===== src/rtl/bcdc_pkg.sv =====
package bcdc_pkg;

    localparam int WORD_W = 32;

    // Fields on the main carry chain, in carry order: sec, min, hour, date, month, year, century.
    // Offsets are into the 64-bit concatenation {calendar, time}.
    localparam int NCH      = 7;
    localparam int IDX_HOUR = 2;
    localparam int IDX_DATE = 3;
    localparam int IDX_CENT = 6;
    localparam int FLD_LSB [NCH] = '{0, 8, 16, 56, 48, 40, 32};
    localparam int FLD_W   [NCH] = '{7, 7, 6, 6, 5, 8, 7};
    localparam logic [7:0] FLD_LO [NCH] = '{8'h00, 8'h00, 8'h00, 8'h01, 8'h01, 8'h00, 8'h00};
    localparam logic [7:0] FLD_HI [NCH] = '{8'h59, 8'h59, 8'h23, 8'h31, 8'h12, 8'h99, 8'h99};

    localparam logic [WORD_W-1:0] TIM_MASK = 32'h003F_7F7F;
    localparam logic [WORD_W-1:0] CAL_MASK = 32'h3FFF_FF7F;

    localparam int ADR_CTRL = 0;
    localparam int ADR_TIME = 1;
    localparam int ADR_CAL  = 2;
    localparam int ADR_STAT = 3;
    localparam int ADR_SCLR = 4;

    localparam int ST_ACK = 0;
    localparam int ST_SEC = 2;

    typedef struct packed {
        logic [1:0]        req;
        logic              ack;
        logic              sev;
        logic [WORD_W-1:0] tim;
        logic [WORD_W-1:0] cal;
    } bcdc_state_t;

    function automatic logic [6:0] bcd_to_bin(input logic [7:0] v);
        return 7'({3'b000, v[7:4]} * 7'd10 + {3'b000, v[3:0]});
    endfunction

endpackage


===== src/rtl/bcdc_step.sv =====
module bcdc_step (
    input  logic [7:0] val,
    input  logic [7:0] lo,
    input  logic       en,
    input  logic       last,
    output logic [7:0] nxt
);
    always_comb begin
        nxt = val;
        if (en) begin
            if (last) begin
                nxt = lo;
            end else if (val[3:0] == 4'h9) begin
                nxt = {val[7:4] + 4'h1, 4'h0};
            end else begin
                nxt = val + 8'h01;
            end
        end
    end
endmodule


===== src/rtl/bcdc_mlen.sv =====
module bcdc_mlen
    import bcdc_pkg::*;
(
    input  logic [7:0] month,
    input  logic [7:0] year,
    input  logic [7:0] century,
    output logic [7:0] last_day
);
    logic [6:0] yb_c;
    logic [6:0] cb_c;
    logic       leap_c;

    always_comb begin
        yb_c   = bcd_to_bin(year);
        cb_c   = bcd_to_bin(century);
        leap_c = ((yb_c % 7'd4) == 7'd0) && ((yb_c != 7'd0) || ((cb_c % 7'd4) == 7'd0));
        case (month)
            8'h02:                      last_day = leap_c ? 8'h29 : 8'h28;
            8'h04, 8'h06, 8'h09, 8'h11: last_day = 8'h30;
            default:                    last_day = 8'h31;
        endcase
    end
endmodule


===== src/rtl/bcdc_chain.sv =====
module bcdc_chain
    import bcdc_pkg::*;
#(
    parameter logic [7:0] CENT_LAST = 8'h79
) (
    input  logic              tick,
    input  logic              time_run,
    input  logic              cal_run,
    input  logic [WORD_W-1:0] tim_q,
    input  logic [WORD_W-1:0] cal_q,
    output logic [WORD_W-1:0] tim_nx,
    output logic [WORD_W-1:0] cal_nx
);
    logic [2*WORD_W-1:0] both;
    logic [7:0]          month_len;

    assign both = {cal_q, tim_q};

    bcdc_mlen u_mlen (
        .month    ({3'b000, cal_q[20:16]}),
        .year     (cal_q[15:8]),
        .century  ({1'b0, cal_q[6:0]}),
        .last_day (month_len)
    );

    for (genvar gi = 0; gi < NCH; gi++) begin : g_fld
        localparam logic [7:0] MSK = 8'((1 << FLD_W[gi]) - 1);
        logic [7:0] val;
        logic [7:0] hi;
        logic [7:0] nxt;
        logic       en;
        logic       last;

        assign val  = 8'(both >> FLD_LSB[gi]) & MSK;
        assign last = (val >= hi);

        if (gi == 0) begin : g_en
            assign en = tick & time_run;
        end else if (gi == IDX_DATE) begin : g_en
            assign en = g_fld[gi-1].en & g_fld[gi-1].last & cal_run;
        end else begin : g_en
            assign en = g_fld[gi-1].en & g_fld[gi-1].last;
        end

        if (gi == IDX_DATE) begin : g_hi
            assign hi = month_len;
        end else if (gi == IDX_CENT) begin : g_hi
            assign hi = CENT_LAST;
        end else begin : g_hi
            assign hi = FLD_HI[gi];
        end

        bcdc_step u_step (
            .val  (val),
            .lo   (FLD_LO[gi]),
            .en   (en),
            .last (last),
            .nxt  (nxt)
        );
    end

    // Weekday runs beside the date, driven by the same midnight carry.
    logic [7:0] dow_val;
    logic [7:0] dow_nxt;
    logic       dow_en;

    assign dow_val = {5'b00000, cal_q[23:21]};
    assign dow_en  = g_fld[IDX_HOUR].en & g_fld[IDX_HOUR].last & cal_run;

    bcdc_step u_dow (
        .val  (dow_val),
        .lo   (8'h01),
        .en   (dow_en),
        .last (dow_val >= 8'h07),
        .nxt  (dow_nxt)
    );

    always_comb begin
        tim_nx = (tim_q & ~TIM_MASK)
               | ((32'(g_fld[0].nxt)
               | (32'(g_fld[1].nxt) << 8)
               | (32'(g_fld[2].nxt) << 16)) & TIM_MASK);
        cal_nx = (cal_q & ~CAL_MASK)
               | ((32'(g_fld[6].nxt)
               | (32'(g_fld[5].nxt) << 8)
               | (32'(g_fld[4].nxt) << 16)
               | (32'(dow_nxt) << 21)
               | (32'(g_fld[3].nxt) << 24)) & CAL_MASK);
    end
endmodule


===== src/rtl/bcd_cal_counter.sv =====
module bcd_cal_counter
    import bcdc_pkg::*;
#(
    parameter int                AW        = 3,
    parameter logic [7:0]        CENT_LAST = 8'h79,
    parameter logic [WORD_W-1:0] CAL_INIT  = 32'h0121_0020
) (
    input  logic              clk,
    input  logic              rst_n,
    input  logic              tick,
    input  logic              wr_en,
    input  logic [AW-1:0]     wr_addr,
    input  logic [WORD_W-1:0] wr_data,
    input  logic [AW-1:0]     rd_addr,
    output logic [WORD_W-1:0] rd_data
);
    bcdc_state_t       s_q;
    bcdc_state_t       s_d;
    logic [WORD_W-1:0] tim_nx;
    logic [WORD_W-1:0] cal_nx;
    logic              wr_ctrl;
    logic              wr_tim;
    logic              wr_cal;
    logic              wr_sclr;
    logic              tim_we;
    logic              cal_we;

    bcdc_chain #(
        .CENT_LAST (CENT_LAST)
    ) u_chain (
        .tick     (tick),
        .time_run (~s_q.req[0]),
        .cal_run  (~s_q.req[1]),
        .tim_q    (s_q.tim),
        .cal_q    (s_q.cal),
        .tim_nx   (tim_nx),
        .cal_nx   (cal_nx)
    );

    always_comb begin
        wr_ctrl = wr_en && (wr_addr == AW'(ADR_CTRL));
        wr_tim  = wr_en && (wr_addr == AW'(ADR_TIME));
        wr_cal  = wr_en && (wr_addr == AW'(ADR_CAL));
        wr_sclr = wr_en && (wr_addr == AW'(ADR_SCLR));
        tim_we  = wr_tim && s_q.req[0] && s_q.ack;
        cal_we  = wr_cal && s_q.req[1] && s_q.ack;

        s_d     = s_q;
        s_d.tim = tim_nx;
        s_d.cal = cal_nx;
        if (tim_we)  s_d.tim = wr_data & TIM_MASK;
        if (cal_we)  s_d.cal = wr_data & CAL_MASK;
        if (wr_ctrl) s_d.req = wr_data[1:0];

        if (wr_sclr && wr_data[ST_ACK])     s_d.ack = 1'b0;
        if (tick && (s_q.req != 2'b00))     s_d.ack = 1'b1;
        if (s_d.req == 2'b00)               s_d.ack = 1'b0;

        if (wr_sclr && wr_data[ST_SEC])     s_d.sev = 1'b0;
        if (tick)                           s_d.sev = 1'b1;
    end

    always_ff @(posedge clk or negedge rst_n) begin
        if (!rst_n) begin
            s_q <= '{req: 2'b00, ack: 1'b0, sev: 1'b0, tim: '0, cal: CAL_INIT};
        end else begin
            s_q <= s_d;
        end
    end

    always_comb begin
        rd_data = '0;
        case (rd_addr)
            AW'(ADR_CTRL): rd_data[1:0] = s_q.req;
            AW'(ADR_TIME): rd_data      = s_q.tim;
            AW'(ADR_CAL):  rd_data      = s_q.cal;
            AW'(ADR_STAT): begin
                rd_data[ST_ACK] = s_q.ack;
                rd_data[ST_SEC] = s_q.sev;
            end
            default:       rd_data      = '0;
        endcase
    end

    a_r6_time_hold: assert property (@(posedge clk) disable iff (!rst_n)
        (s_q.req[0] && !tim_we) |=> $stable(s_q.tim));

    a_r6_cal_hold: assert property (@(posedge clk) disable iff (!rst_n)
        (s_q.req[1] && !cal_we) |=> $stable(s_q.cal));

    a_r7_ack_needs_req: assert property (@(posedge clk) disable iff (!rst_n)
        s_q.ack |-> (s_q.req != 2'b00));

    a_r7_ack_from_tick: assert property (@(posedge clk) disable iff (!rst_n)
        $rose(s_q.ack) |-> $past(tick));

    a_r10_event_sets: assert property (@(posedge clk) disable iff (!rst_n)
        tick |=> s_q.sev);

    a_r3_weekday_nonzero: assert property (@(posedge clk) disable iff (!rst_n)
        s_q.cal[23:21] != 3'd0);

    a_r2_no_afternoon_flag: assert property (@(posedge clk) disable iff (!rst_n)
        !s_q.tim[22]);
endmodule


===== config.mk =====
export PLATFORM = sky130hd
export DESIGN_NAME = bcd_cal_counter
export DESIGN_NICKNAME = d
export VERILOG_FILES = /design/src/rtl/bcdc_pkg.sv /design/src/rtl/bcdc_step.sv /design/src/rtl/bcdc_mlen.sv /design/src/rtl/bcdc_chain.sv /design/src/rtl/bcd_cal_counter.sv
export SDC_FILE = /design/constraint.sdc
export NUM_CORES = 1
export LEC_CHECK = 0
export ABC_AREA = 0
export ABC_CLOCK_PERIOD_IN_PS = 6940
export BUFFER_PORTS_ARGS = -buffer_cell sky130_fd_sc_hd__buf_2
export CAP_MARGIN = 0
export CORE_MARGIN = 3
export CORE_UTILIZATION = 55
export CTS_BUF_LIST = sky130_fd_sc_hd__clkbuf_16
export DETAILED_ROUTE_END_ITERATION = 8
export PLACE_DENSITY_LB_ADDON = 0.3
export SYNTH_ARGS = -nofsm -noshare
export SYNTH_HDL_FRONTEND = slang
export SYNTH_SLANG_ARGS = --single-unit

===== constraint.sdc =====
create_clock -name clk -period 6.94 [get_ports clk]
set_clock_uncertainty 0.15 [all_clocks]
set_input_delay 0.347 -clock clk [delete_from_list [all_inputs] [get_ports clk]]
set_output_delay 0.347 -clock clk [all_outputs]
set_load 0.01 [all_outputs]

### Yosys cells after proc, flatten, opt, wreduce, memory -nomap -nowiden

Index checks and enable logic that the tools add are counted.

| storage, ports and cells | value |
|---|---|
| register bits | 68 |
| bits of input ports | 42 |
| output and inout port bits | 32 |
| logic and storage cells | 128 |

| cells by class | value |
|---|---|
| add/sub/neg operators | 17 |
| multipliers | 2 |
| $lt $le $gt $ge | 8 |
| equal/unequal tests | 18 |
| multiplexer cells | 37 |
| bitwise operators | 18 |
| reduce and logical (&&, ||, !) cells | 23 |

Operators by type and width:

| operator | number |
|---|---|
| 8-bit 2-to-1 mux | 12 |
| 32-bit 2-to-1 mux | 2 |
| 29-bit one-hot mux with 2 select lines | 1 |
| 6-bit 2-to-1 mux | 9 |
| 16-bit by 22-bit OR with 22-bit output | 2 |
| 32-bit by 22-bit OR with 32-bit output | 1 |
| 32-bit by 30-bit OR with 32-bit output | 1 |
| 8-bit by 16-bit OR with 16-bit output | 2 |
| 25-bit by 30-bit OR with 30-bit output | 1 |
| 4-bit == test (second input constant) | 7 |
| 22-bit by 25-bit OR with 25-bit output | 1 |
| 7-bit by 1-bit adder with 8-bit output (second input constant) | 3 |
| 7-bit >= comparator (second input constant) | 3 |
| 3-bit by 1-bit adder with 4-bit output (second input constant) | 4 |
| 7-bit logical NOT | 2 |
| 6-bit by 1-bit adder with 6-bit output (second input constant) | 2 |
| 1-bit logical AND | 12 |
| 5-bit by 3-bit == test with 1-bit output (second input constant) | 2 |
| 5-bit one-hot mux with 2 select lines | 1 |
| 3-bit by 2-bit == test with 1-bit output (second input constant) | 3 |
| 8-bit by 1-bit adder with 8-bit output (second input constant) | 1 |
| 1-bit bitwise AND | 8 |
| 8-bit >= comparator (second input constant) | 1 |
| 4-bit 2-to-1 mux | 2 |
| 29 further kinds | 40 |

### Longest topological paths before layout

Gate-level depths: netlist of the first run.

| depth | value |
|---|---|
| depth after elaboration | 18 |
| depth in mapped cells | 16 |
| depth with buffers taken out | 15 |

### Cells and area by module

Synthesis of the first run repeated with hierarchy kept, for this count alone.

| unflattened totals | value |
|---|---|
| cell total of the unflattened synthesis | 747 |
| area total of the unflattened synthesis | 6421.2 um^2 |

By module, submodules not included:

| module | times used | cells each | area each (um^2) | seq. area each (um^2) |
|---|---|---|---|---|
| bcd_cal_counter | 1 | 208 | 2931.6 | 1706.6 |
| bcdc_step | 8 | 53 | 329.1 | 0.0 |
| bcdc_chain | 1 | 66 | 485.5 | 0.0 |
| bcdc_mlen | 1 | 49 | 371.6 | 0.0 |

### Least setup slack after synthesis of the first run

Ideal clock, no wire load.

| timing path | value |
|---|---|
| path kind | reg-to-reg |
| start point | reg s_q[15] (netlist bit) |
| end point | reg s_q[3] (netlist bit) |
| library setup time | 124 ps |
| data arrival time | 3413 ps |
| required time | 6666 ps |
| path slack | 3253 ps |
| stages on the path, launching flop included | 16 |
| buffers on the path | 0 |
| period minus slack after synthesis | 3687 ps |
| path through | dfrtp_1 ha_1 ha_1 inv_1 fa_1 xor2_1 and4b_1 o21a_1 o41ai_1 ha_1 nor4b_1 o22a_1 nor3_1 nand3_1 a211oi_1 a211o_1 |

| on the way | value |
|---|---|
| longest elaborated chain between the ends | 18 |
| elaborated cells between the ends (all ways) | 19 |
| classes of those cells | 1 x add/sub; 1 x mul; 2 x order compare; 4 x mux; 8 x bitwise; 3 x reduce/logical |

Ends and longest elaborated chain:

| element | RTL line | text |
|---|---|---|
| from (decl) | bcd_cal_counter.sv:17 | `bcdc_state_t s_q;` |
| from (signal assigned) | bcd_cal_counter.sv:65 | `s_q <= '{req: 2'b00, ack: 1'b0, sev: 1'b0, tim: '0, cal: CAL_INIT};` |
| 4-bit by 3-bit multiplier with 6-bit output | bcdc_pkg.sv:37 | `return 7'({3'b000, v[7:4]} * 7'd10 + {3'b000, v[3:0]});` |
| 7-bit by 4-bit adder with 7-bit output | bcdc_pkg.sv:37 |  |
| 7-bit nonzero test | bcdc_mlen.sv:16 | `leap_c = ((yb_c % 7'd4) == 7'd0) && ((yb_c != 7'd0) \|\| ((cb_c % 7'd4) == 7'd0));` |
| 1-bit logical OR | bcdc_mlen.sv:16 |  |
| 1-bit logical AND | bcdc_mlen.sv:16 |  |
| 1-bit 2-to-1 mux | bcdc_mlen.sv:18 | `8'h02: last_day = leap_c ? 8'h29 : 8'h28;` |
| 5-bit one-hot mux with 2 select lines | bcdc_mlen.sv:17 | `case (month)` |
| 6-bit >= comparator | bcdc_chain.sv:35 | `assign last = (val >= hi);` |
| 1-bit bitwise AND (2 in series) | bcdc_chain.sv:42 | `assign en = g_fld[gi-1].en & g_fld[gi-1].last;` |
| 1-bit bitwise AND * | bcdc_chain.sv:42 |  |
| 8-bit 2-to-1 mux * | bcdc_step.sv:10 | `if (en) begin` |
| 8-bit by 16-bit OR with 16-bit output * | bcdc_chain.sv:85 | `\| (32'(g_fld[5].nxt) << 8)` |
| 16-bit by 22-bit OR with 22-bit output * | bcdc_chain.sv:86 | `\| (32'(g_fld[4].nxt) << 16)` |
| 22-bit by 25-bit OR with 25-bit output * | bcdc_chain.sv:87 | `\| (32'(dow_nxt) << 21)` |
| 25-bit by 30-bit OR with 30-bit output * | bcdc_chain.sv:88 | `\| (32'(g_fld[3].nxt) << 24)) & CAL_MASK);` |
| 32-bit by 30-bit OR with 32-bit output * | bcdc_chain.sv:84 | `\| ((32'(g_fld[6].nxt)` |
| 32-bit 2-to-1 mux * | bcd_cal_counter.sv:52 | `if (cal_we) s_d.cal = wr_data & CAL_MASK;` |

Mark *: on every way between the ends. The rest lies on a longest branch, timed or not.
A chain may end at the register's enable or synchronous reset.

### Worst setup path after layout of the first run

| timing path | value |
|---|---|
| start point | reg s_q[13] (netlist bit) |
| end point | reg s_q[10] (netlist bit) |

| on the way | value |
|---|---|
| longest elaborated chain between the ends | 17 |
| elaborated cells between the ends (all ways) | 19 |
| classes of those cells | 1 x add/sub; 1 x mul; 2 x order compare; 5 x mux; 7 x bitwise; 3 x reduce/logical |

Ends and longest elaborated chain:

| element | RTL line |
|---|---|
| 4-bit by 3-bit multiplier with 6-bit output | bcdc_pkg.sv:37 |
| 7-bit by 4-bit adder with 7-bit output | bcdc_pkg.sv:37 |
| 7-bit nonzero test | bcdc_mlen.sv:16 |
| 1-bit logical OR | bcdc_mlen.sv:16 |
| 1-bit logical AND | bcdc_mlen.sv:16 |
| 1-bit 2-to-1 mux | bcdc_mlen.sv:18 |
| 5-bit one-hot mux with 2 select lines | bcdc_mlen.sv:17 |
| 6-bit >= comparator | bcdc_chain.sv:35 |
| 1-bit bitwise AND (2 in series) | bcdc_chain.sv:42 |
| 8-bit 2-to-1 mux * | bcdc_step.sv:10 |
| 8-bit by 16-bit OR with 16-bit output * | bcdc_chain.sv:85 |
| 16-bit by 22-bit OR with 22-bit output * | bcdc_chain.sv:86 |
| 22-bit by 25-bit OR with 25-bit output * | bcdc_chain.sv:87 |
| 25-bit by 30-bit OR with 30-bit output * | bcdc_chain.sv:88 |
| 32-bit by 30-bit OR with 32-bit output * | bcdc_chain.sv:84 |
| 32-bit 2-to-1 mux * | bcd_cal_counter.sv:52 |

Marks and branches as above.

==> results of run 1 <==
==> cell families after synthesis <==
logic type                 Yosys count
xor gates and xnor gates            10
other                                1
DFF                                 53
buffers and inverters               60
and+or+nand+nor                    219
adders and majority gates           33
muxes                               13
AOI/OAI and AO/OA                  155
==> stage by stage <==
stage / setup WS, ns / util
floorplan: 3.25 / -
detailed placement: 2.41 / 0.618
global route: 2.03 / 0.636
finish: 2.32 / 0.636
CTS: 2.40 / 0.636
global placement: 2.50 / 0.618
==> worst max-delay path by stage <==
stage                                    from             endpoint  slack, ns
after detailed placement  s_q[13]$_DFFE_PN0P_  s_q[10]$_DFFE_PN0P_       2.41
final                     s_q[13]$_DFFE_PN0P_  s_q[10]$_DFFE_PN0P_       2.32
after CTS                 s_q[13]$_DFFE_PN0P_  s_q[10]$_DFFE_PN0P_       2.40
after global placement    s_q[13]$_DFFE_PN0P_  s_q[10]$_DFFE_PN0P_       2.50
after floorplan           s_q[15]$_DFFE_PN0P_   s_q[3]$_DFFE_PN0P_       3.25
after global routing      s_q[13]$_DFFE_PN0P_  s_q[10]$_DFFE_PN0P_       2.03
==> report_power, final <==
group	internal [mW]	switching (mW)
registers	0.410	0.214
clock network	0.131	0.114
logic	0.255	0.279
==> per-layer routing <==
layer	up-vias	GRT usage	part of all wire
met5	-	0	0
met4	0	0.0723	0.014
met3	19	0.0446	0.063
met2	162	0.455	0.47
met1	2178	0.400	0.45
li1	2110	-	-
==> worst register-to-register path: cells and delay by family (launching register included) <==
kind	cells	cell delay, ns
fa+ha+maj	4	1.11
compound gates	4	1.12
buf+inv	1	0.06
simple gates	4	1.51
flops	1	0.60
==> final cells by class <==
type | instances | share of cell area
clock buffer | 5 | 0.0252
clock inverter | 3 | 0.00252
inverter | 24 | 0.0181
multi-input combinational | 433 | 0.585
sequential | 53 | 0.268
tap | 102 | 0.0257
timing repair buffer | 72 | 0.0751
==> cell usage in the layout (no fill, tap or decap), types with 4 or more instances in the layout <==
cell / n
nand2_1: 68
buf_2: 67
dfrtp_1: 49
nor2_1: 35
o21ai_0: 34
ha_1: 31
a21oi_1: 29
nand3_1: 28
inv_1: 24
a22o_1: 17
a31oi_1: 10
nor4_1: 9
nor3_1: 9
and2_1: 8
nor3b_1: 8
nor2b_1: 7
mux2i_1: 7
nand2b_1: 7
and3_1: 7
nand4_1: 7
o211ai_1: 7
xor2_1: 6
o31ai_1: 6
a221o_1: 6
mux2_2: 5
o221ai_1: 5
clkbuf_16: 5
buf_4: 5
o311a_1: 4
a211o_1: 4
or4_1: 4
a32oi_1: 4
xnor2_1: 4
o311ai_0: 4
a22oi_1: 4
dfstp_2: 4
==> impl_metrics.py, run 1 <==
metrics = {
    "timing": {
        "relSlewSlack": 0.140,
        "rsz0062_at_grt": "false",
        "fin_crit_sh": 0.666,
        "period_needed_ns": 4.62,
        "finalSetupViolations": 0,
        "hold_viol_final": 0,
        "worst_slew_pin_slew_ns": 1.28,
        "clock.fmax_ghz": 0.216,
        "whs_ns": 0.0239,
        "fin_setup_tns_ns": 0,
        "slew_violations": 0,
    },
    "finish": {
        "reg.largest.list": "s_q x53",
        "largest_register_ffs": 53,
        "postLayoutCellArea_mm2": 0.00496,
        "finalNonFillerCells": 692,
        "drive_gt1_frac": 0.166,
        "area_growth_pct": 11.1,
        "regArea_mm2": 0.00133,
        "multiInputGateArea_mm2": 0.00290,
        "diodes": 0,
        "nFillCells": 696,
        "finalNetCount": 664,
        "top_register": "s_q",
    },
    "synth": {
        "synthXorXnorAreaFrac": 0.0196,
        "ys_top_cells_by_count": "nand2_1 (68), dfrtp_1 (49), nor2_1 (35)",
        "async_reset_ff_frac": 1.00,
        "synth_top_area_cell": "dfrtp_1",
        "synthFlopType": "dfrtp_1",
        "yosys_warnings": 0,
        "synth_area_leaders": "dfrtp_1 (27%), ha_1 (8.7%), nand2_1 (5.7%), o21ai_0 (3.8%), a22o_1 (3.3%)",
        "synthSimpleGateAreaFrac": 0.252,
        "synthMuxAreaShare": 0.0333,
        "synth_compound_area_frac": 0.244,
        "synth.most_common_cell": "nand2_1",
        "ys_seq_elements": 53,
        "synth.yosys.seq_area_share": 0.298,
        "synth_edf_count": 0,
        "ys_types": 66,
        "synth_cells": 544,
        "synth_area_mm2": 0.00447,
        "synth_top_area_share": 0.275,
        "synth_top_family_by_area": "simple AND/OR/NAND/NOR gates",
        "syn_avg_cell_area_um2": 8.21,
        "yosys.area_share.adder": 0.0958,
    },
    "global_routing": {
        "grt-ovfl-total": 0,
        "grtUsageTotal": 0.284,
        "grt_antenna_before_repair": 0,
        "grt_pass1_wl_um": 20600,
        "grt_start_max_net_pins": 54,
        "grt_pass1_vias": 4133,
    },
    "worst_setup_path": {
        "worstSetupPathType": "flop to flop",
        "reg2regPathDepth": 13,
        "critPathCaptureType": "flop",
        "r2r_slack_ns": 2.32,
        "cp_cell_sequence": "ha_1 > ha_1 > inv_1 > fa_1 > and4b_1 > o21a_1 > o41ai_1 > ha_1 > nor4b_1 > o22ai_1 > nand4_1 > or4_1 > a31oi_1",
        "required_ns": 7.01,
        "r2r_end": "s_q[10]$_DFFE_PN0P_",
        "path_depth": 13,
        "arrival_ns": 4.70,
        "cp.buffers_inverters": 1,
        "cpPeakStageDelay_ns": 0.64,
        "critical_path.top_delay_family": "simple AND/OR/NAND/NOR gates",
        "critPathMostFrequentCell": "ha_1",
        "r2r_start": "s_q[13]$_DFFE_PN0P_",
        "crit_path_max_fanout": 12,
        "crit_slowest_cell": "or4_1",
        "cp-start-kind": "flop",
    },
    "clocking": {
        "clkTransAtPathRegs_ns": 0.07,
        "cts_buffer_depth": 2,
        "postCtsHoldBufs": 0,
        "h-tree-depth": 2,
        "cts_tree": "done",
        "post_cts_buffers": 0,
        "cts_resized": 0,
        "insertion_delay_ns": 0.30,
        "cts_root_buf": "clkbuf_16",
        "cts_sinks": 53,
        "cts_made_buffers": 5,
    },
    "run": {
        "cap_viol_max_count": 0,
    },
    "power": {
        "p_per_area_mw_per_mm2": 283,
        "ir_drop_v": 0.000176,
        "leakage_nw": 2.26,
        "finalPower_mw": 1.40,
    },
    "route": {
        "drtAntennaViolNets": 0,
        "drt-initial-drc-count": 478,
        "routedWlPerCell_um": 18.4,
        "via_per_inst": 6.46,
        "drt-total-wl_um": 12700,
        "firstDrtPassIters": 5,
        "dr_total_vias": 4469,
        "drc": 0,
    },
    "floorplan": {
        "die_h_um": 96.1,
        "dieArea_mm2": 0.00924,
        "die_w_um": 96.1,
        "initial_core_util": 0.572,
        "pin_count": 74,
        "fp-row-count": 32,
        "coreArea_mm2": 0.00781,
    },
    "placed_design": {
        "place_congestion": 0.907,
        "port_buffers": 67,
        "dpl.hpwl_um": 9180,
        "post_dp_cell_area_mm2": 0.00483,
        "placed_cells": 684,
    },
    "hold_path": {
        "hp-class": "primary input to async pin",
    },
    "status": {
        "status": "finished, final reports clean",
    },
}
No activity file was read; power rests on OpenSTA's default activity.
==> run 2, diff against run 1 <==
--- a/config.mk
+++ b/config.mk
@@ -5,12 +5,12 @@
 export SDC_FILE = /design/constraint.sdc
 export NUM_CORES = 1
 export LEC_CHECK = 0
-export ABC_AREA = 0
-export ABC_CLOCK_PERIOD_IN_PS = 6940
+export ABC_AREA = 1
+export ABC_CLOCK_PERIOD_IN_PS = 3900
 export BUFFER_PORTS_ARGS = -buffer_cell sky130_fd_sc_hd__buf_2
 export CAP_MARGIN = 0
 export CORE_MARGIN = 3
-export CORE_UTILIZATION = 55
+export CORE_UTILIZATION = 52
 export CTS_BUF_LIST = sky130_fd_sc_hd__clkbuf_16
 export DETAILED_ROUTE_END_ITERATION = 8
 export PLACE_DENSITY_LB_ADDON = 0.3
==> constraint.sdc (replaced) <==
create_clock -name clk -period 3.9 [get_ports clk]
set_clock_uncertainty 0.15 [all_clocks]
set_input_delay 0.195 -clock clk [delete_from_list [all_inputs] [get_ports clk]]
set_output_delay 0.195 -clock clk [all_outputs]
set_load 0.01 [all_outputs]
==> run 2 against run 1 <==
  * Synthesized cell count up 16%
  * Utilization down 0.89 points
  * Die area up 5.0%
  * Worst setup slack worse by 2.0 ns
  * First-iteration DRC count down 31%
  * Highest routed layer unchanged
  * Clock power up 82%
  * Sequential share of layout area down 1.1 points
  * Largest power group is now combinational cells
==> impl_metrics.py, run 2 <==
metrics = {
    "global_routing": {
        "grt_start_max_net_pins": 36,
        "grt-ovfl-total": 0,
        "grt_antenna_before_repair": 0,
        "grt_pass1_vias": 4497,
        "grtUsageTotal": 0.263,
        "grt_pass1_wl_um": 21200,
    },
    "timing": {
        "period_needed_ns": 3.55,
        "clock.fmax_ghz": 0.281,
        "finalSetupViolations": 0,
        "slew_violations": 0,
        "hold_viol_final": 0,
        "worst_slew_pin_slew_ns": 0.865,
        "rsz0062_at_grt": "false",
        "relSlewSlack": 0.422,
        "fin_setup_tns_ns": 0,
        "fin_crit_sh": 0.911,
        "whs_ns": 0.00172,
    },
    "route": {
        "routedWlPerCell_um": 15.5,
        "via_per_inst": 5.78,
        "firstDrtPassIters": 6,
        "drtAntennaViolNets": 0,
        "drt-initial-drc-count": 332,
        "drc": 0,
        "dr_total_vias": 4730,
        "drt-total-wl_um": 12700,
    },
    "finish": {
        "layout_common_cells": "nand2_1 (145), nand3_1 (95), inv_1 (88)",
        "top_register": "s_q",
        "diodes": 0,
        "layout_commonest_cell": "nand2_1",
        "largest_register_ffs": 53,
        "finalNetCount": 787,
        "reg.largest.list": "s_q x53",
        "drive_gt1_frac": 0.151,
        "area_growth_pct": 16.4,
    },
    "worst_setup_path": {
        "worstSetupPathType": "flop to flop",
        "r2r_start": "s_q[15]$_DFFE_PN0P_",
        "crit_path_max_fanout": 12,
        "r2r_end": "s_q[5]$_DFFE_PN1P_",
        "r2r_slack_ns": 0.35,
        "setup.worst_path.start": "s_q[15]$_DFFE_PN0P_",
        "reg2regPathDepth": 19,
        "required_ns": 3.98,
        "arrival_ns": 3.63,
        "cp-start-kind": "flop",
        "critPathCaptureType": "flop",
        "endpoint": "s_q[5]$_DFFE_PN1P_",
    },
    "floorplan": {
        "initial_core_util": 0.538,
        "dieArea_mm2": 0.00970,
        "die_h_um": 98.5,
        "coreArea_mm2": 0.00826,
        "pin_count": 74,
        "die_w_um": 98.5,
        "fp-row-count": 33,
    },
    "clocking": {
        "clkTransAtPathRegs_ns": 0.07,
        "cts_tree": "done",
        "cts_buffer_depth": 2,
        "post_cts_buffers": 0,
        "cts_resized": 0,
        "cts_root_buf": "clkbuf_16",
        "insertion_delay_ns": 0.30,
        "h-tree-depth": 2,
        "cts_made_buffers": 5,
        "cts_sinks": 53,
    },
    "synth": {
        "async_reset_ff_frac": 1.00,
        "yosys_warnings": 0,
        "synth_top_area_share": 0.276,
        "ys_top_cells_by_count": "nand2_1 (145), nand3_1 (95), inv_1 (87)",
        "synth_edf_count": 0,
        "synth.most_common_cell": "nand2_1",
        "synth.yosys.seq_area_share": 0.299,
        "synthFlopType": "dfrtp_1",
        "ys_types": 46,
        "synth_top_area_cell": "dfrtp_1",
        "synth_area_leaders": "dfrtp_1 (28%), nand2_1 (12%), nand3_1 (11%), ha_1 (8.7%), inv_1 (7.3%)",
        "synth_cells": 631,
        "synth_area_mm2": 0.00445,
        "syn_avg_cell_area_um2": 7.05,
        "ys_seq_elements": 53,
    },
    "placed_design": {
        "place_congestion": 0.938,
        "dpl.hpwl_um": 9450,
        "port_buffers": 67,
    },
    "power": {
        "pwr-share-clk": 0.160,
        "leakage_nw": 2.66,
        "p_sw_frac": 0.464,
        "comb_power_share": 0.462,
        "p_per_area_mw_per_mm2": 537,
        "p_int_mw": 1.49,
        "ir_drop_v": 0.000272,
        "p_seq_frac": 0.378,
        "p_sw_mw": 1.29,
    },
    "run": {
        "cap_viol_max_count": 0,
    },
    "status": {
        "status": "finished, final reports clean",
    },
    "hold_path": {
        "hp-class": "primary input to flop",
    },
}
## run 2: cell types whose count changed after synthesis, moves of 14 or more
cell and delta:
clkbuf_1 -20, nand4_1 +17, nand3_1 +67, o21ai_0 -14, a22o_1 -17, inv_1 +63, nand2_1 +77
## run 2: worst max-delay path: stages (launching register included)
cell       delay, ns
dfrtp_1         0.47
ha_1            0.31
ha_1            0.14
inv_1           0.05
fa_1            0.37
xnor2_1         0.19
nand3_1         0.10
nand2_1         0.07
o2111ai_1       0.11
nand2_1         0.08
nand2_1         0.05
ha_1            0.27
nand3_1         0.07
nor2_1          0.10
nor2_1          0.07
buf_4           0.16
nor3_4          0.24
buf_4           0.25
nand4_1         0.09
nand3_1         0.12
## run 2: worst min-delay path by stage
stage,startpoint,endpoint,cells after the start
floorplan,rst_n,s_q[0]$_DFFE_PN0P_,0
global placement,rst_n,s_q[43]$_DFFE_PN0P_,1
detailed placement,rst_n,s_q[42]$_DFFE_PN0P_,1
CTS,wr_data[18],s_q[18]$_DFFE_PN0P_,3
global route,wr_data[10],s_q[42]$_DFFE_PN0P_,3
finish,wr_data[16],s_q[16]$_DFFE_PN1P_,3
## run 2: layout make-up
type	instances	area, um^2
fillers	746	3080
well taps	105	131
inverters	93	349
multi-input cells	469	2680
repair buffers	90	548
clock inverters	3	13.8
clock buffers	5	125
flip-flops and latches	53	1330
## run 2: power groups by stage
stage	registers (mW)	clock network, mW	logic (mW)
finish	1.05	0.446	1.28
global route	1.08	0.465	1.47
CTS	1.04	0.453	1.28
detailed placement	1.05	0	1.26
global placement	1.04	0	1.21
floorplan	0.965	0	0.981
## run 2: metrics by stage
step	area, um^2	cells	util	power, mW	setup WS [ns]
2_1_floorplan	4450	633	-	1.95	0.720
3_3_place_gp	4880	794	0.591	2.25	0.488
3_5_place_dp	4880	794	0.591	2.31	0.389
4_1_cts	5180	818	0.627	2.77	0.340
5_1_grt	5180	818	0.627	3.02	0.0466
6_report	5180	818	0.627	2.78	0.346
## run 2: cells by family (layout without fill, tap and decap cells)
| family | after synthesis | count (layout) | share of synthesized area |
|---|---|---|---|
| adder cells (fa/ha/maj) | 33 | 33 | 0.0962 |
| flip-flops | 53 | 53 | 0.299 |
| AO/OA/AOI/OAI | 85 | 85 | 0.123 |
| AND/OR/NAND/NOR | 334 | 334 | 0.353 |
| other | 1 | 3 | 0.000843 |
| XOR/XNOR | 14 | 14 | 0.0276 |
| buffers and inverters | 111 | 191 | 0.100 |
## run 2: routing by layer
| metal | up-vias | share of wire | global-route usage |
|---|---|---|---|
| li1 | 2295 | - | - |
| met1 | 2213 | 0.43 | 0.345 |
| met2 | 203 | 0.49 | 0.455 |
| met3 | 19 | 0.068 | 0.0354 |
| met4 | 0 | 0.016 | 0.0777 |
| met5 | - | 0 | 0 |
## run 2: timing repair
action / CTS / global route
hold buffers: 16 / 0
endpoints found under the hold margin: 47 / 0
setup endpoints to repair: 0 / 0
==> run 3, diff against run 2 <==
--- a/config.mk
+++ b/config.mk
@@ -10,10 +10,11 @@
 export BUFFER_PORTS_ARGS = -buffer_cell sky130_fd_sc_hd__buf_2
 export CAP_MARGIN = 0
 export CORE_MARGIN = 3
-export CORE_UTILIZATION = 52
+export CORE_UTILIZATION = 55
 export CTS_BUF_LIST = sky130_fd_sc_hd__clkbuf_16
 export DETAILED_ROUTE_END_ITERATION = 8
 export PLACE_DENSITY_LB_ADDON = 0.3
 export SYNTH_ARGS = -nofsm -noshare
 export SYNTH_HDL_FRONTEND = slang
+export SYNTH_HIERARCHICAL = 1
 export SYNTH_SLANG_ARGS = --single-unit
==> run 3 against run 2 <==
  * Synthesized cell count increased by 63%
  * Via count increased by 42%
  * Clock power increased by 97%
  * First-iteration DRC count increased by 37%
  * Utilization increased by 5.9 points
  * Hold slack improved by 0.0036 ns
  * Count of clock-buffer cells in the layout increased by 4
  * Worst setup slack got worse by 0.035 ns
  * Synthesized area increased by 50%
  * Sequential power increased by 19%
  * Highest routed layer unchanged
==> impl_metrics.py, run 3 <==
metrics = {
    "finish": {
        "utilization": 0.686,
        "layout_commonest_cell": "nand2_1",
        "layout_common_cells": "nand2_1 (265), inv_1 (142), conb_1 (99)",
        "postLayoutCellArea_mm2": 0.00800,
        "diodes": 0,
        "finalNetCount": 1263,
        "nFillCells": 1025,
        "largest_register_ffs": 68,
        "top_register": "s_q",
        "area_growth_pct": 19.5,
        "drive_gt1_frac": 0.199,
        "reg.largest.list": "s_q x68",
    },
    "clocking": {
        "cts_buffer_depth": 2,
        "cts_sinks": 68,
        "h-tree-depth": 3,
        "insertion_delay_ns": 0.35,
        "cts_made_buffers": 9,
        "clkTransAtPathRegs_ns": 0.06,
        "cts_root_buf": "clkbuf_16",
        "cts_tree": "done",
    },
    "floorplan": {
        "initial_core_util": 0.574,
        "die_h_um": 116,
        "dieArea_mm2": 0.0135,
        "coreArea_mm2": 0.0117,
        "pin_count": 74,
        "fp-row-count": 39,
        "die_w_um": 116,
    },
    "route": {
        "drt-total-wl_um": 16000,
        "dr_total_vias": 6699,
        "firstDrtPassIters": 5,
        "drtAntennaViolNets": 0,
        "via_per_inst": 4.97,
        "drt-initial-drc-count": 454,
        "drc": 0,
        "routedWlPerCell_um": 11.9,
    },
    "synth": {
        "yosys_warnings": 6,
        "synth_cells": 1030,
        "synth_area_mm2": 0.00669,
        "syn_avg_cell_area_um2": 6.50,
    },
    "placed_design": {
        "post_dp_cell_area_mm2": 0.00732,
        "place_congestion": 0.897,
        "port_buffers": 70,
        "placement.setup.worst_slack_ns": 0.220,
        "dpl.hpwl_um": 11200,
    },
    "worst_setup_path": {
        "crit_path_max_fanout": 5,
        "worstSetupPathType": "flop to flop",
        "required_ns": 4.02,
        "cp-start-kind": "flop",
        "critPathCaptureType": "flop",
        "arrival_ns": 3.71,
    },
    "global_routing": {
        "grt_antenna_before_repair": 0,
        "grt_pass1_vias": 6002,
        "grt-ovfl-total": 0,
        "grt_start_max_net_pins": 69,
        "grt_pass1_wl_um": 27000,
        "grtUsageTotal": 0.246,
    },
    "timing": {
        "finalSetupViolations": 0,
        "setup_ws_ns": 0.311,
        "worst_slew_pin_slew_ns": 0.903,
        "period_needed_ns": 3.59,
        "slew_violations": 0,
        "clock.fmax_ghz": 0.279,
        "hold_viol_final": 0,
        "rsz0062_at_grt": "true",
        "relSlewSlack": 0.398,
        "fin_crit_sh": 0.920,
    },
    "run": {
        "cap_viol_max_count": 0,
    },
    "power": {
        "leakage_nw": 4.45,
        "p_per_area_mw_per_mm2": 505,
        "finalPower_mw": 4.04,
        "ir_drop_v": 0.000370,
    },
    "status": {
        "status": "finished, final reports clean",
    },
    "hold_path": {
        "hp-class": "primary input to flop",
    },
}
[run 3: timing repair]
action                                  in CTS  in global routing
endpoints found under the setup margin       0                 11
gates resized for setup                      0                 13
buffers inserted                             0                  4
hold buffers                                29                  0
hold endpoints to repair                   106                  0
[run 3: path summary, 6_finish.rpt]
kind	start	endpoint	slack, ns	cells after the start
setup / recovery	s_q[15]$_DFF_PN0_	s_q[14]$_DFF_PN0_	0.31	26
hold / removal	wr_data[1]	s_q[33]$_DFF_PN0_	0.005	3
setup reg to reg	s_q[15]$_DFF_PN0_	s_q[14]$_DFF_PN0_	0.31	26
hold reg to reg	s_q[61]$_DFF_PN0_	s_q[61]$_DFF_PN0_	0.34	2
max in group asynchronous	rst_n	s_q[12]$_DFF_PN0_	2.52	3
min in group asynchronous	rst_n	s_q[43]$_DFF_PN0_	0.44	3
[run 3: cell type report]
cell class	instances	area [um^2]	area share
multi-input cells	816	4310	0.540
flip-flops and latches	68	1710	0.214
repair buffers	115	761	0.0951
inverters	188	712	0.0890
clock buffers	9	225	0.0282
well taps	143	179	0.0224
clock inverters	7	91.3	0.0114
repair inverters	1	5.00	0.000626
[run 3: critical path, stage by stage (launching register included)]
cell	delay [ns]
dfrtp_1	0.39
ha_1	0.28
ha_1	0.14
inv_1	0.05
fa_2	0.56
inv_1	0.06
nand2_1	0.06
nand2_1	0.05
nor2_1	0.08
nand2_1	0.05
nand2_1	0.07
nand2_1	0.06
ha_1	0.18
o21bai_1	0.12
nand2_1	0.06
nand2_1	0.05
nand2_1	0.08
nand3_4	0.10
nand3_4	0.10
inv_2	0.15
clkinvlp_4	0.15
buf_4	0.17
nor2_1	0.10
nand2_1	0.07
nand2_1	0.06
nand2_1	0.05
o21ai_1	0.10
[run 3: metrics by stage]
stage / hold WS (ns) / instances / TNS (ns)
after floorplan: -0.251 / 1125 / 0
after global placement: 0.252 / 1297 / 0
after detailed placement: 0.246 / 1297 / 0
after CTS: 0.00379 / 1342 / 0
after global routing: 0.0250 / 1347 / -0.0745
final: 0.00534 / 1347 / 0
[run 3: report_power, final]
part           total (mW)  switching [mW]  internal [mW]
Sequential           1.25           0.323          0.927
Clock               0.880           0.323          0.557
Combinational        1.90            1.17          0.733
[run 3: routing by layer]
metal | vias up | track usage | wire (um)
li1 | 3511 | - | -
met1 | 2990 | 0.341 | 7650
met2 | 175 | 0.400 | 7370
met3 | 23 | 0.0404 | 798
met4 | 0 | 0.0681 | 221
met5 | - | 0 | 0
